`config.mk`:
```
export PLATFORM = sky130hd
export DESIGN_NAME = nvram_window_dec
export DESIGN_NICKNAME = d
export VERILOG_FILES = /design/src/rtl/nvw_pkg.sv /design/src/rtl/nvw_regbank.sv /design/src/rtl/nvw_mem_decode.sv /design/src/rtl/nvram_window_dec.sv
export SDC_FILE = /design/constraint.sdc
export NUM_CORES = 1
export LEC_CHECK = 0
export ABC_AREA = 1
export BUFFER_PORTS_ARGS = -buffer_cell sky130_fd_sc_hd__buf_2
export CAP_MARGIN = 20
export CELL_PAD_IN_SITES_DETAIL_PLACEMENT = 0
export CELL_PAD_IN_SITES_GLOBAL_PLACEMENT = 1
export CORE_UTILIZATION = 30
export CTS_CLUSTER_DIAMETER = 60
export DETAILED_ROUTE_END_ITERATION = 10
export PLACE_DENSITY = 0.65
export RECOVER_POWER = 25
export SLEW_MARGIN = 20
export SYNTH_ARGS = -nofsm -noshare
export SYNTH_HDL_FRONTEND = slang
export SYNTH_HIERARCHICAL = 1
export SYNTH_SLANG_ARGS = --single-unit
```
`constraint.sdc`:
```
create_clock -name clk -period 4.6 [get_ports clk]
set_input_delay 0.46 -clock clk [delete_from_list [all_inputs] [get_ports clk]]
set_output_delay 0.46 -clock clk [all_outputs]
set_load 0.1 [all_outputs]
```
`src/rtl/nvw_pkg.sv`:
```
package nvw_pkg;
  localparam int REG_W     = 8;
  localparam int NUM_REGS  = 8;
  localparam int OFS_W     = $clog2(NUM_REGS);
  localparam int PAGE_OFS  = 4;
  localparam int MODE_OFS  = 5;
  localparam int LIN_BIT   = 7;
  localparam int PAG_BIT   = 6;
  localparam int IDX_W     = 3;

  typedef enum logic [1:0] {
    MAP_OFF    = 2'd0,
    MAP_PAGED  = 2'd1,
    MAP_LINEAR = 2'd2
  } map_mode_e;

  // linear mapping has priority over the paged window
  function automatic map_mode_e pick_mode(input logic lin_en, input logic pag_en);
    if (lin_en)      return MAP_LINEAR;
    else if (pag_en) return MAP_PAGED;
    else             return MAP_OFF;
  endfunction
endpackage

```
`src/rtl/nvw_regbank.sv`:
```
module nvw_regbank
  import nvw_pkg::*;
#(
  parameter int PAGE_W = 6
) (
  input  logic              clk,
  input  logic              rst,
  input  logic              wr_en,
  input  logic [OFS_W-1:0]  ofs,
  input  logic [REG_W-1:0]  wdata,
  output logic [REG_W-1:0]  rdata,
  output logic [PAGE_W-1:0] page_sel,
  output logic              lin_en,
  output logic              pag_en,
  output logic [IDX_W-1:0]  win_idx
);
  logic [REG_W-1:0] regs [NUM_REGS];

  for (genvar i = 0; i < NUM_REGS; i++) begin : g_loc
    if (i == PAGE_OFS || i == MODE_OFS) begin : g_store
      logic [REG_W-1:0] q;
      always_ff @(posedge clk) begin
        if (rst)
          q <= '0;
        else if (wr_en && ofs == OFS_W'(i))
          q <= wdata;
      end
      assign regs[i] = q;
    end else begin : g_spare
      assign regs[i] = '0;
    end
  end

  assign rdata    = regs[ofs];
  assign page_sel = regs[PAGE_OFS][PAGE_W-1:0];
  assign lin_en   = regs[MODE_OFS][LIN_BIT];
  assign pag_en   = regs[MODE_OFS][PAG_BIT];
  assign win_idx  = regs[MODE_OFS][IDX_W-1:0];

  logic rst_q;
  always_ff @(posedge clk) rst_q <= rst;


  always @(posedge clk) begin
    if (rst_q && !rst)
      reset_clear_chk: assert (regs[PAGE_OFS] == '0 && regs[MODE_OFS] == '0)
        else $error("control registers not cleared by reset");
  end


  spare_wr_chk: assert property (@(posedge clk) disable iff (rst)
    (wr_en && ofs != OFS_W'(PAGE_OFS) && ofs != OFS_W'(MODE_OFS))
      |=> ($stable(regs[PAGE_OFS]) && $stable(regs[MODE_OFS])));


  mode_wr_chk: assert property (@(posedge clk) disable iff (rst)
    (wr_en && ofs == OFS_W'(MODE_OFS)) |=> (regs[MODE_OFS] == $past(wdata)));
endmodule

```
`src/rtl/nvw_mem_decode.sv`:
```
module nvw_mem_decode
  import nvw_pkg::*;
#(
  parameter int                ADDR_W   = 24,
  parameter int                RAM_AW   = 21,
  parameter int                WIN_AW   = 15,
  parameter logic [ADDR_W-1:0] WIN_LO   = 24'h0A0000,
  parameter logic [ADDR_W-1:0] LIN_BASE = 24'h200000,
  localparam int               PAGE_W   = RAM_AW - WIN_AW,
  localparam int               TAG_W    = ADDR_W - WIN_AW
) (
  input  logic [ADDR_W-1:0] addr,
  input  logic              lin_en,
  input  logic              pag_en,
  input  logic [IDX_W-1:0]  win_idx,
  input  logic [PAGE_W-1:0] page_sel,
  output logic              hit,
  output logic [RAM_AW-1:0] ram_addr
);
  localparam logic [TAG_W-1:0]  WIN_LO_TAG = WIN_LO[ADDR_W-1:WIN_AW];
  localparam logic [ADDR_W:0]   LIN_SPAN   = (ADDR_W+1)'(1) << RAM_AW;

  map_mode_e          mode;
  logic [TAG_W-1:0]   win_tag;
  logic               pag_hit;
  logic [ADDR_W:0]    lin_off;
  logic               lin_hit;

  assign mode    = pick_mode(lin_en, pag_en);
  assign win_tag = WIN_LO_TAG + TAG_W'(win_idx);
  assign pag_hit = (addr[ADDR_W-1:WIN_AW] == win_tag);
  assign lin_off = {1'b0, addr} - {1'b0, LIN_BASE};
  assign lin_hit = (lin_off < LIN_SPAN);

  always_comb begin
    hit      = 1'b0;
    ram_addr = '0;
    unique case (mode)
      MAP_LINEAR: begin
        hit = lin_hit;
        if (lin_hit) ram_addr = lin_off[RAM_AW-1:0];
      end
      MAP_PAGED: begin
        hit = pag_hit;
        if (pag_hit) ram_addr = {page_sel, addr[WIN_AW-1:0]};
      end
      default: begin
        hit      = 1'b0;
        ram_addr = '0;
      end
    endcase
  end
endmodule

```
`src/rtl/nvram_window_dec.sv`:
```
module nvram_window_dec
  import nvw_pkg::*;
#(
  parameter int                ADDR_W   = 24,
  parameter int                RAM_AW   = 21,
  parameter int                WIN_AW   = 15,
  parameter logic [ADDR_W-1:0] IO_BASE  = 24'h000140,
  parameter logic [ADDR_W-1:0] WIN_LO   = 24'h0A0000,
  parameter logic [ADDR_W-1:0] LIN_BASE = 24'h200000
) (
  input  logic              clk,
  input  logic              rst,
  input  logic              cfg_wide,
  input  logic              bus_io,
  input  logic              bus_rd,
  input  logic              bus_wr,
  input  logic [ADDR_W-1:0] bus_addr,
  input  logic [REG_W-1:0]  bus_wdata,
  output logic [REG_W-1:0]  bus_rdata,
  output logic              io_ack,
  output logic              ram_cs,
  output logic              ram_rd,
  output logic              ram_wr,
  output logic [RAM_AW-1:0] ram_addr,
  output logic              ram_wide
);
  localparam int PAGE_W = RAM_AW - WIN_AW;

  logic              io_hit, io_cyc, mem_cyc, mem_hit;
  logic [REG_W-1:0]  reg_rdata;
  logic [PAGE_W-1:0] page_sel;
  logic              lin_en, pag_en;
  logic [IDX_W-1:0]  win_idx;
  logic [RAM_AW-1:0] dec_addr;

  assign io_hit  = bus_io && (bus_addr[ADDR_W-1:OFS_W] == IO_BASE[ADDR_W-1:OFS_W]);
  assign io_cyc  = io_hit && (bus_rd || bus_wr);
  assign mem_cyc = !bus_io && (bus_rd || bus_wr);

  nvw_regbank #(.PAGE_W(PAGE_W)) u_regs (
    .clk      (clk),
    .rst      (rst),
    .wr_en    (io_hit && bus_wr),
    .ofs      (bus_addr[OFS_W-1:0]),
    .wdata    (bus_wdata),
    .rdata    (reg_rdata),
    .page_sel (page_sel),
    .lin_en   (lin_en),
    .pag_en   (pag_en),
    .win_idx  (win_idx)
  );

  nvw_mem_decode #(
    .ADDR_W   (ADDR_W),
    .RAM_AW   (RAM_AW),
    .WIN_AW   (WIN_AW),
    .WIN_LO   (WIN_LO),
    .LIN_BASE (LIN_BASE)
  ) u_dec (
    .addr     (bus_addr),
    .lin_en   (lin_en),
    .pag_en   (pag_en),
    .win_idx  (win_idx),
    .page_sel (page_sel),
    .hit      (mem_hit),
    .ram_addr (dec_addr)
  );

  always_ff @(posedge clk) begin
    if (rst) begin
      bus_rdata <= '0;
      io_ack    <= 1'b0;
      ram_cs    <= 1'b0;
      ram_rd    <= 1'b0;
      ram_wr    <= 1'b0;
      ram_addr  <= '0;
      ram_wide  <= 1'b0;
    end else begin
      bus_rdata <= (io_hit && bus_rd) ? reg_rdata : '0;
      io_ack    <= io_cyc;
      ram_cs    <= mem_cyc && mem_hit;
      ram_rd    <= mem_cyc && mem_hit && bus_rd;
      ram_wr    <= mem_cyc && mem_hit && bus_wr;
      ram_addr  <= (mem_cyc && mem_hit) ? dec_addr : '0;
      ram_wide  <= cfg_wide;
    end
  end


  mem_off_chk: assert property (@(posedge clk) disable iff (rst)
    (!lin_en && !pag_en) |=> (!ram_cs && !ram_rd && !ram_wr && ram_addr == '0));


  io_no_cs_chk: assert property (@(posedge clk) disable iff (rst)
    bus_io |=> (!ram_cs && !ram_rd && !ram_wr));


  mem_no_ack_chk: assert property (@(posedge clk) disable iff (rst)
    !bus_io |=> !io_ack);
endmodule

```
==> summary.md <==
| Metric | Value |
|---|---|
| Global-route wire length before repair | 9060 microns |
| Overflow after GRT | 0 |
| Gpl congestion | 0.714 |
| Cells after DPL | 502 |
| Fraction of the mapped netlist area in adder cells | 0% |
| Post-synthesis net count | 384 |
| CTS tree | yes |
| Crit-path cells | inv_1 > nand2_1 > nand2_1 > nor2_2 > nand3_2 > nand2_1 > nand2_1 > nor3_2 > nor2_2 > buf_4 > nor2_2 |
| Drt wl/cell | 10.7 microns |
| GR Util All Layers | 13.6% |
| Period utilisation layout | 45.6% |
| Critical Path Fanout Max | 22 |
| Post-CTS clock slew at the launch and capture registers of the worst setup and hold paths | 0.10 ns |
| Setup bufs post-CTS | 0 |
| Register area share after synthesis | 40.3% |
| Number of synthesized register bits | 50 |
| Hold violation total from the final report | 0 |
| Top area cells in the synthesized netlist | dfxtp_1 40%, inv_1 11%, nor2_1 9.5% |
| Total number of yosys warnings | 6 |
| Mean Syn Cell Area | 7.19 sq um |
| Total leakage power | 1.25 nW |
| Area fraction in compound gates after synthesis | 9.06% |
| Number of distinct library cell variants in the gate-level netlist after synthesis | 20 |
| Worst setup timing slack at the placement stage | 2.23 ns |
| Nature of the critical path startpoint | flip-flop |
| Fmax | 477 MHz |
| M1 WL | 2670 microns |
| Hold path startpoint | cfg_wide |
| Path class of the lowest-slack min-delay path | in2reg |
| Number of vias per cell | 4.01 |
| Number of buffer cells added on primary ports | 71 |
| Final instance area | 2910 sq um |
| Cell at the root of the clock tree | clkbuf_8 |
| Area of the die | 8660 sq um |
| Total standard cell area after synthesis | 2490 sq um |
| Worst Setup End Kind | flip-flop |
| Clock tree skew after final layout | 0.0121 ns |
| Fraction of synthesized area in multiplexers | 0% |
| Hold-fix buffers at CTS | 0 |
| Data required time of the worst path | 4.84 ns |
| Cell type contributing the most total cell area after synthesis | dfxtp_1 |
| Layout Nets | 445 |
| Y dimension of the die | 93.0 microns |
| Number of top-level pins | 72 |
| Source-to-sink clock delay at the later pin of the worst-skew pair | 0.31 ns |
| Instance area after placement | 2820 sq um |
| Starting density of the core | 31.5% |
| Final ANT Viol Nets | 0 |
| Dominant combinational cell family by area after synthesis | simple AND/OR/NAND/NOR gates |
| Number of levels in the clock H-tree | 2 |
| Crit-path leading delay family | simple AND/OR/NAND/NOR gates |
| Rel. slew slack | 22.5% |
| Standard cell core area | 7890 sq um |
| Uppermost layer routed | met4 |
| Number of global-route vias before repair | 1,932 |
| Clock buffer count from CTS | 5 |
| Area share of the largest cell type after synthesis | 40.3% |
| Final count of pins violating max slew | 0 |
| Met3 layer wire length in the routed design | 236 microns |
| Length of the first detailed-routing pass in iterations | 4 |
| Buffering stage count on the worst path with inverters included | 2 |
| TritonCTS Sinks | 50 |
| Post-synthesis share of cell area spent on and, or, nand and nor gates | 33.0% |
| Xor and xnor area share after synthesis | 0% |
| Number of remaining DRC errors | 0 |
| Number of vias after detailed routing | 2,047 |
| Half-perimeter wire length after detailed placement | 4250 microns |
| Result of the run | finished clean |
| Data arrival time at the worst-slack endpoint | 2.34 ns |
| Largest net degree at the start of global routing | 23 |
| Biggest cell delay along the critical path | 0.49 ns |
| Total inserted antenna cells | 0 |
| Pin slew with the least headroom to its limit | 1.17 ns |
| Number of violations reported at the end of detailed-routing iteration 0 | 78 |
| Post-layout min period | 2.10 ns |
| Routed wl met2 | 2480 microns |
| Final number of setup-violating endpoints | 0 |
| Highest ir drop seen on vdd | 0.131 mV |
| Cell occurring most often along the worst timing path | nand2_1 |
| Width of the chip | 93.0 microns |
| Signed area change from the synthesized netlist to the final layout | 16.9% |
| Critical path startpoint | u_regs/g_loc[5].g_store.q[1] |
| Initial antenna violation count | 0 |
| Classification of the worst setup path | reg2reg |
| Layout cell share with drive strength beyond 1 | 29.9% |
| Placement row count | 32 |
| CP max stage cell | nand3_2 |
| Source of the worst register-to-register timing path | u_regs/g_loc[5].g_store.q[1] |
| Final WS setup | 2.50 ns |
| Mapped Cells | 346 |
| Number of maximum-capacitance constraint violations | 0 |
| RSZ-0062 raised after global routing | false |
| Detailed Route WL | 5460 microns |
| Finished Layout Cells | 510 |
| Setup tns final | 0 ns |
| PwrDens | 274 nW/um^2 |
| Post-cts gate resize count | 0 |
| Buffer levels on the longest clock path | 2 |
## worst register-to-register path, cell delays in order, from the launching register on
cell and delay [ns]:
dfxtp_1 0.38, inv_1 0.06, nand2_1 0.05, nand2_1 0.05, nor2_2 0.10, nand3_2 0.49, nand2_1 0.21, nand2_1 0.11
nor3_2 0.16, nor2_2 0.06, buf_4 0.24, nor2_2 0.12
## layout make-up
cell class | instances | area [sq um]
clock buffer | 5 | 68.8
clock inverter | 3 | 40.0
fill | 900 | 4980
inverter | 76 | 285
multi-input combinational | 202 | 1040
sequential | 50 | 1000
tap | 102 | 128
timing repair buffer | 72 | 345
## final timing paths
path | to | slack (ns) | cells past startpoint
setup / recovery | ram_addr[10] | 2.50 | 11
hold / removal | ram_wide | 0.36 | 3
setup reg to reg | ram_addr[10] | 2.50 | 11
hold reg to reg | u_regs/g_loc[4].g_store.q[7] | 0.49 | 2
## stage by stage
stage	hold slack, ns	util [%]	power [W]
finish	0.357	36.8	0.000797
global route	0.367	36.8	0.000829
floorplan	0.455	-	0.000475
global placement	0.465	35.8	0.000503
CTS	0.345	37.2	0.000811
detailed placement	0.472	35.8	0.000503
## where the power goes
part           internal [W]  total (W)  leakage [nW]  switching, W
sequential         0.000433   0.000433         0.403  0.0000000852
combinational     0.0000198  0.0000576         0.789     0.0000378
clock              0.000160   0.000307        0.0579      0.000147
## cell usage after synthesis (all sizes together)
cell type and n:
nor2 92, nand2 56, buf 17, or2 1
nand3 20, nor3 2, clkbuf 1, nand4 1
o21ai 7, inv 76, dfxtp 50, a21oi 23
## registers in the layout, indices dropped and copies added (netlist names)
name                    flops
ram_wr                      1
ram_cs                      1
u_regs/g_loc.g_store.q     16
bus_rdata                   8
io_ack                      1
ram_addr                   21
ram_wide                    1
ram_rd                      1
## metal layers
layer  vias to the layer above  track usage (%)
met5                         -                0
met4                         0             5.00
met3                         5             3.25
met2                        42             22.4
met1                       881             17.2
li1                       1119                -
## cell families (layout without fill, tap and decap cells)
kind of cell	count (synthesis)	count (layout)
and+or+nand+nor	172	172
buffers and inverters	94	156
DFF	50	50
AOI/OAI and AO/OA	30	30
## cell usage in the layout (no fill, tap or decap), types with 5 or more instances in the layout
master and count:
a21oi_1 8, a21oi_2 15, buf_2 57, clkbuf_1 14, clkbuf_8 5, dfxtp_1 50
inv_1 74, nand2_1 55, nand3_1 18, nor2_1 64, nor2_2 23, nor2_4 5
o21ai_2 5
Note: power is estimated with default switching activity, not from simulation.
